### src/rtl/ptw_pkg.sv
package ptw_pkg;
  localparam int BIT_P = 0;
  localparam int BIT_W = 1;
  localparam int BIT_U = 2;
  localparam int BIT_A = 5;
  localparam int BIT_D = 6;

  typedef enum logic [1:0] {
    FLT_NONE = 2'd0,
    FLT_PAGE = 2'd1,
    FLT_PROT = 2'd2
  } fault_e;

  typedef enum logic [2:0] {
    ST_IDLE,
    ST_RD_DIR,
    ST_WR_DIR,
    ST_RD_TBL,
    ST_WR_TBL,
    ST_RESP
  } state_e;
endpackage

### src/rtl/ptw_entry_addr.sv
module ptw_entry_addr #(
  parameter int AW    = 32,
  parameter int OFF_W = 12,
  parameter int IDX_W = 10
) (
  input  logic [AW-OFF_W-1:0] frame,
  input  logic [IDX_W-1:0]    idx,
  output logic [AW-1:0]       addr
);
  localparam int ENT_B = OFF_W - IDX_W;

  assign addr = {frame, idx, {ENT_B{1'b0}}};
endmodule

### src/rtl/ptw_entry_chk.sv
module ptw_entry_chk
  import ptw_pkg::*;
#(
  parameter int AW = 32
) (
  input  logic [AW-1:0] entry,
  input  logic          is_write,
  input  logic          is_user,
  input  logic          leaf,
  output logic          present,
  output logic          allowed,
  output logic [AW-1:0] updated,
  output logic          changed
);
  always_comb begin
    present = entry[BIT_P];
    allowed = (!is_write || entry[BIT_W]) && (!is_user || entry[BIT_U]);
    updated = entry;
    updated[BIT_A] = 1'b1;
    if (leaf && is_write) updated[BIT_D] = 1'b1;
    changed = (updated != entry);
  end
endmodule

### src/rtl/ptw_walker.sv
module ptw_walker
  import ptw_pkg::*;
#(
  parameter int AW    = 32,
  parameter int OFF_W = 12
) (
  input  logic             clk,
  input  logic             rst_n,
  input  logic             req_valid,
  input  logic [AW-1:0]    req_vaddr,
  input  logic             req_write,
  input  logic             req_user,
  input  logic [AW-OFF_W-1:0] dir_frame,
  output logic             busy,
  output logic             rsp_valid,
  output logic [AW-1:0]    rsp_paddr,
  output logic [1:0]       rsp_fault,
  output logic             mem_req,
  output logic             mem_we,
  output logic [AW-1:0]    mem_addr,
  output logic [AW-1:0]    mem_wdata,
  input  logic             mem_ack,
  input  logic [AW-1:0]    mem_rdata
);
  localparam int FRM_W = AW - OFF_W;
  localparam int IDX_W = FRM_W / 2;

  state_e            state_q, state_d;
  fault_e            flt_q, flt_d;
  logic [AW-1:0]     va_q;
  logic              wr_q, usr_q;
  logic [FRM_W-1:0]  dbase_q, tbase_q, pframe_q;
  logic [AW-1:0]     wb_q;
  logic              ld_req, ld_dir, ld_tbl, ld_flt;

  logic [AW-1:0]     dir_ea, tbl_ea, ent_upd;
  logic              ent_present, ent_allowed, ent_changed, leaf;

  ptw_entry_addr #(.AW(AW), .OFF_W(OFF_W), .IDX_W(IDX_W)) u_dir_ea (
    .frame(dbase_q), .idx(va_q[AW-1 -: IDX_W]), .addr(dir_ea)
  );

  ptw_entry_addr #(.AW(AW), .OFF_W(OFF_W), .IDX_W(IDX_W)) u_tbl_ea (
    .frame(tbase_q), .idx(va_q[OFF_W +: IDX_W]), .addr(tbl_ea)
  );

  assign leaf = (state_q == ST_RD_TBL);

  ptw_entry_chk #(.AW(AW)) u_chk_ent (
    .entry(mem_rdata), .is_write(wr_q), .is_user(usr_q), .leaf(leaf),
    .present(ent_present), .allowed(ent_allowed),
    .updated(ent_upd), .changed(ent_changed)
  );

  // Next-state logic
  always_comb begin
    state_d = state_q;
    flt_d   = flt_q;
    ld_req  = 1'b0;
    ld_dir  = 1'b0;
    ld_tbl  = 1'b0;
    ld_flt  = 1'b0;
    case (state_q)
      ST_IDLE: if (req_valid) begin
        ld_req  = 1'b1;
        ld_flt  = 1'b1;
        flt_d   = FLT_NONE;
        state_d = ST_RD_DIR;
      end
      ST_RD_DIR, ST_RD_TBL: if (mem_ack) begin
        if (!ent_present) begin
          ld_flt  = 1'b1;
          flt_d   = FLT_PAGE;
          state_d = ST_RESP;
        end else if (!ent_allowed) begin
          ld_flt  = 1'b1;
          flt_d   = FLT_PROT;
          state_d = ST_RESP;
        end else if (state_q == ST_RD_DIR) begin
          ld_dir  = 1'b1;
          state_d = ent_changed ? ST_WR_DIR : ST_RD_TBL;
        end else begin
          ld_tbl  = 1'b1;
          state_d = ent_changed ? ST_WR_TBL : ST_RESP;
        end
      end
      ST_WR_DIR: if (mem_ack) state_d = ST_RD_TBL;
      ST_WR_TBL: if (mem_ack) state_d = ST_RESP;
      ST_RESP:   state_d = ST_IDLE;
      default:   state_d = ST_IDLE;
    endcase
  end

  // Registers
  always_ff @(posedge clk or negedge rst_n) begin
    if (!rst_n) begin
      state_q  <= ST_IDLE;
      flt_q    <= FLT_NONE;
      va_q     <= '0;
      wr_q     <= 1'b0;
      usr_q    <= 1'b0;
      dbase_q  <= '0;
      tbase_q  <= '0;
      pframe_q <= '0;
      wb_q     <= '0;
    end else begin
      state_q <= state_d;
      if (ld_flt) flt_q <= flt_d;
      if (ld_req) begin
        va_q    <= req_vaddr;
        wr_q    <= req_write;
        usr_q   <= req_user;
        dbase_q <= dir_frame;
      end
      if (ld_dir) tbase_q <= mem_rdata[AW-1:OFF_W];
      if (ld_tbl) pframe_q <= mem_rdata[AW-1:OFF_W];
      if (ld_dir || ld_tbl) wb_q <= ent_upd;
    end
  end

  // Outputs
  always_comb begin
    busy      = (state_q != ST_IDLE);
    mem_req   = (state_q == ST_RD_DIR) || (state_q == ST_WR_DIR) ||
                (state_q == ST_RD_TBL) || (state_q == ST_WR_TBL);
    mem_we    = (state_q == ST_WR_DIR) || (state_q == ST_WR_TBL);
    mem_addr  = ((state_q == ST_RD_DIR) || (state_q == ST_WR_DIR)) ? dir_ea : tbl_ea;
    mem_wdata = wb_q;
    rsp_valid = (state_q == ST_RESP);
    rsp_fault = flt_q;
    rsp_paddr = (flt_q == FLT_NONE) ? {pframe_q, va_q[OFF_W-1:0]} : '0;
  end
endmodule

### config.mk
export PLATFORM = sky130hd
export DESIGN_NAME = ptw_walker
export DESIGN_NICKNAME = d
export VERILOG_FILES = /design/src/rtl/ptw_pkg.sv /design/src/rtl/ptw_entry_addr.sv /design/src/rtl/ptw_entry_chk.sv /design/src/rtl/ptw_walker.sv
export SDC_FILE = /design/constraint.sdc
export NUM_CORES = 1
export LEC_CHECK = 0
export BUFFER_PORTS_ARGS = -buffer_cell sky130_fd_sc_hd__buf_4
export CAP_MARGIN = 10
export CORE_MARGIN = 2
export CORE_UTILIZATION = 30
export DETAILED_ROUTE_END_ITERATION = 8
export MAX_ROUTING_LAYER = met4
export PLACE_DENSITY = 0.6
export SYNTH_ARGS = -nofsm -noshare
export SYNTH_HDL_FRONTEND = slang
export SYNTH_SLANG_ARGS = --single-unit
### constraint.sdc
create_clock -name clk -period 1.65 [get_ports clk]
set_input_delay 0.2475 -clock clk [delete_from_list [all_inputs] [get_ports clk]]
set_output_delay 0.2475 -clock clk [all_outputs]
set_load 0.01 [all_outputs]
Word level (Yosys, flattened, before mapping)

Index checks and enable logic that the tools add are counted.

Register bits: 131
Output and inout bits: 102
Logic and storage cells: 72

Equal/unequal tests: 11
Muxes and demuxes: 34
Reductions and logical operators: 18

Operator list:

| kind                                                 | number |
|---|---|
| 2-to-1 mux 32 bit                                    | 2 |
| 2-to-1 mux 3 bit                                     | 7 |
| 2-to-1 mux 1 bit                                     | 18 |
| one-hot mux 3 bit (4 select lines)                   | 1 |
| 2-to-1 mux 2 bit                                     | 4 |
| inequality test 2 bit (second input constant)        | 4 |
| logical OR 1 bit                                     | 7 |
| equality test 3 x 2 -> 1 bit (second input constant) | 2 |
| equality test 3 bit (second input constant)          | 2 |
| AND reduction 5 bit                                  | 1 |
| one-hot mux 2 bit (2 select lines)                   | 1 |
| AND reduction 4 bit                                  | 1 |
| equality test 3 x 1 -> 1 bit (second input constant) | 1 |
| logical NOT 3 bit                                    | 1 |
| inequality test 3 bit (second input constant)        | 1 |
| nonzero test 3 bit                                   | 1 |
| logical AND 1 bit                                    | 2 |
| logical NOT 1 bit                                    | 2 |
| logical NOT 2 bit                                    | 1 |
| inequality test 2 bit                                | 1 |
| one-hot mux 1 bit (2 select lines)                   | 1 |
| nonzero test 2 bit                                   | 1 |
| OR reduction 2 bit                                   | 1 |

Logic depth before layout (Yosys ltp)

Word-level depth: 10
Gate-level depth with buffers: 4
Gate-level depth less buffers: 3

Modules after synthesis

A second synthesis with hierarchy kept.

Cells, all modules: 483
Area, all modules: 6583.8 um^2

By module, submodules not included:

| module         | times used | cells each | area each (um^2) |
|---|---|---|---|
| ptw_walker     | 1          | 378        | 5818.1 |
| ptw_entry_addr | 2          | 33         | 244.0 |
| ptw_entry_chk  | 1          | 39         | 277.8 |

Worst setup path after synthesis

Ideal clock, no wire load.

Path kind: reg2reg
Start point: reg state_q[2]
End point: reg pframe_q[0]
Setup time: 125 ps
Arrival: 1575 ps
Required time: 1525 ps
Slack: -50 ps
Cell stages (with the launch flop): 5
Path buffers: 1
Clock period less this slack: 1700 ps
Cell sequence: dfrtp_1 -> nand4b_1 -> or4b_4 -> buf_6 -> mux2_4

Word-level cells in the longest chain between the ends: 6

RTL lines:

| element                      | line                               | text |
|---|---|---|
| from (decl)                  | ptw_walker.sv:28                   | `state_e state_q, state_d;` |
| from (signal assigned)       | ptw_walker.sv:107                  | `state_q <= state_d;` |
| equality test 3 x 1 -> 1 bit | ptw_walker.sv:63, ptw_walker.sv:79 |  |
| 2-to-1 mux 1 bit             | ptw_walker.sv:79                   | `end else if (state_q == ST_RD_DIR) begin` |
| 2-to-1 mux 1 bit             | ptw_walker.sv:75                   | `end else if (!ent_allowed) begin` |
| 2-to-1 mux 1 bit             | ptw_walker.sv:71                   | `if (!ent_present) begin` |
| 2-to-1 mux 1 bit             | ptw_walker.sv:70                   | `ST_RD_DIR, ST_RD_TBL: if (mem_ack) begin` |
| 2-to-1 mux 1 bit (*)         | ptw_walker.sv:63                   | `case (state_q)` |
| to (signal assigned)         | ptw_walker.sv:116                  | `if (ld_tbl) pframe_q <= mem_rdata[AW-1:OFF_W];` |
| to (decl)                    | ptw_walker.sv:32                   | `logic [FRM_W-1:0] dbase_q, tbase_q, pframe_q;` |

Every way passes the cells marked *; elsewhere a longest branch is shown, timed or not.
A chain may end at the register's enable or synchronous reset.

Final worst setup path

Start point: reg state_q[0]
End point: out mem_addr[11]

Word-level cells in the longest chain between the ends: 3

RTL lines:

| element                                                                      | line              | text |
|---|---|---|
| equality test 3 x 1 -> 1 bit or equality test 3 x 2 -> 1 bit (tied branches) | ptw_walker.sv:127 | `mem_addr = ((state_q == ST_RD_DIR) \|\| (state_q == ST_WR_DIR)) ? dir_ea : tbl_ea;` |
| logical OR 1 bit (*)                                                         | ptw_walker.sv:127 |  |
| 2-to-1 mux 32 bit (*)                                                        | ptw_walker.sv:127 |  |
| to (decl)                                                                    | ptw_walker.sv:20  | `output logic [AW-1:0] mem_addr,` |

Marks and branches as above.

==> out/metrics.cfg <==
[run_status]
violations=negative setup slack
status=finished, violations left

[layout]
antennaDiodeCount=0
area_growth_syn_to_layout_pct=66.8
fill_cells=1597
layoutNonFillerInstCount=891
postLayoutCellArea_sq_um=9550
drive_above_1_share_pct=72.5
final_util_pct=51.0
nNetsFinal=734
final_cell_mix=buf_4, dfrtp_1, mux2_4
layout_commonest_cell=buf_4

[worst_setup_path]
crit_slowest_cell=dfrtp_2
slowest_delay_ns=0.42
worstReg2RegStart=state_q[0]
crit_chain=xnor2_2, nor2_4, buf_6, buf_12, mux2_4, buf_6
critPathCaptureType=output port
startpoint=state_q[0]
cp_common_cell=buf_6
crit_type=reg -> out
worstPathRequired_ns=1.40
critPathLaunchType=register
cp.arrival_ns=1.82
r2r_cells=6
ff2ff_setup_slack_ns=-0.35
worstPathMaxFanout=7

[drt]
via_per_inst=4.64
wl_mm=17.5
first_pass_iters=4
routedWlPerCell_um=19.6
drc=0
final_antenna_net_count=0
drt-initial-drc-count=112
via_count=4131
routed.top_layer=met4
dr_wl_met2_mm=8.71
dr_wl_met3_mm=1.07
wl_met1_mm=7.53

[clock_tree]
clockBufferDepth=2
htree_levels=4
cts-root-buf=clkbuf_16
clk_pin_slew_ns=0.06
tritoncts=done
clk_latency_ns=0.41
cts_sinks=131
cts_buffers=17

[synthesis]
synth-edff-count=0
synth_top_area_cell=dfrtp_1
synthMuxAreaShare_pct=31.8
ys_types=35
syn_area_sq_um=5720
postSynthAreaPerCell_sq_um=14.7
synth_top_family_by_area=multiplexers
synth_area_leaders=dfrtp_1, mux2_2, mux2_4
async_flop_share_pct=100
synth_fa_ha_area_share_pct=0
ys_seq_area_share_pct=57.3
synth_top_area_share_pct=57.3
ys.warnings.count=0
syn-instance-count=389
synthSimpleGateAreaFrac_pct=6.78
yosys_most_used_dff=dfrtp_1
synth_compound_area_share_pct=1.27
synth-xor-area-share_pct=0.306
yosys_register_bits=131

[hold_path]
min_from=dir_frame[5]
hold_depth=2
hold_path_class=in -> reg

[place]
port_buffers=189
gp_congestion=0.819
place_ws_ns=-0.162
dp_cells=821
place_area_sq_um=7710
place_hpwl_mm=10.9

[floorplan]
rows=50
coreArea_sq_um=18700
die_h_um=142
start_util_pct=30.6
die_area_sq_um=20200
boundaryPins=192
die_w_um=142

[power_and_ir_drop]
finalPower_mw=20.9
power-per-cell-area_nw_per_um2=2190
p_leak_nw=4.58
ir_drop_v=0.000870

[sta]
timing.hold.ws_ns=0.0686
finalSetupViolCount=194
finalHoldViolCount=0
fmax_mhz=483
slew_violations=0
setup_tns_ns=-47.88
worst_clock_skew_ns=0.00500
fin_ws_ns=-0.419
rsz0062_at_grt=true
min_period_ns=2.07
period_share_pct=125

[global_route]
grt_pass1_vias=4533
grtUsageTotal_pct=17.2
grt_overflow=0
antenna_found_initial=0
grt_max_degree=45
grt_pass1_wl_mm=25.5

[run]
drv_cap=0

-- worst max-delay path, delay by kind of cell, from the launching register on --
kind | cells | cell delay, ns
muxes | 1 | 0.32
xor gates and xnor gates | 1 | 0.15
and+or+nand+nor | 1 | 0.11
buffers and inverters | 3 | 0.40
DFF | 1 | 0.42
-- synth_stat cells (all sizes together) (3+ instances only) --
cell,instances
clkbuf,6
dfrtp,131
mux2,154
buf,18
nor2b,3
inv,4
nor2,5
a21oi,4
and2,33
nand2b,3
-- layer usage --
metal,track usage (%),up-vias
li1,-,1870
met1,21.3,2118
met2,27.8,129
met3,4.98,14
met4,4.21,0
met5,-,-
-- logic make-up after synthesis --
logic type,after synthesis
other,1
AOI/OAI and AO/OA,11
DFF,131
muxes,155
and+or+nand+nor,61
buffers and inverters,28
xor gates and xnor gates,2
-- report_power, final --
group	internal, mW	switching (mW)	leakage [nW]
Combinational	7.30	4.17	2.72
Sequential	4.78	0.888	1.58
Clock	2.34	1.45	0.280
-- layout make-up --
type	count	area [sq um]	share of cell area (%)
clock buffer	20	467	4.89
clock inverter	12	130	1.36
inverter	4	15.0	0.157
multi-input combinational	231	2700	28.3
sequential	131	3280	34.3
tap	234	293	3.07
timing repair buffer	259	2670	27.9
-- flip-flops by register name (all words and copies together), names as in the netlist --
name	count
dbase_q	20
mem_wdata	32
pframe_q	20
rsp_fault	2
state_q	3
tbase_q	20
usr_q	1
va_q	32
wr_q	1
-- path summary, 6_finish.rpt --
path | endpoint
worst max-delay path | mem_addr[11]
worst max register to register | pframe_q[5]
max in group asynchronous | va_q[27]
worst min-delay path | dbase_q[5]
worst min register to register | mem_wdata[5]
min in group asynchronous | mem_wdata[27]
-- repair_timing --
| action | in CTS | in global routing |
|---|---|---|
| gates cloned | 10 | 8 |
| endpoints found under the hold margin | 34 | 0 |
| gates resized for setup | 101 | 107 |
| hold buffers | 1 | 0 |
| setup buffers | 18 | 11 |
| pin swaps | 20 | 6 |
| setup endpoints to repair | 181 | 190 |
No activity file was read; power rests on OpenSTA's default activity.
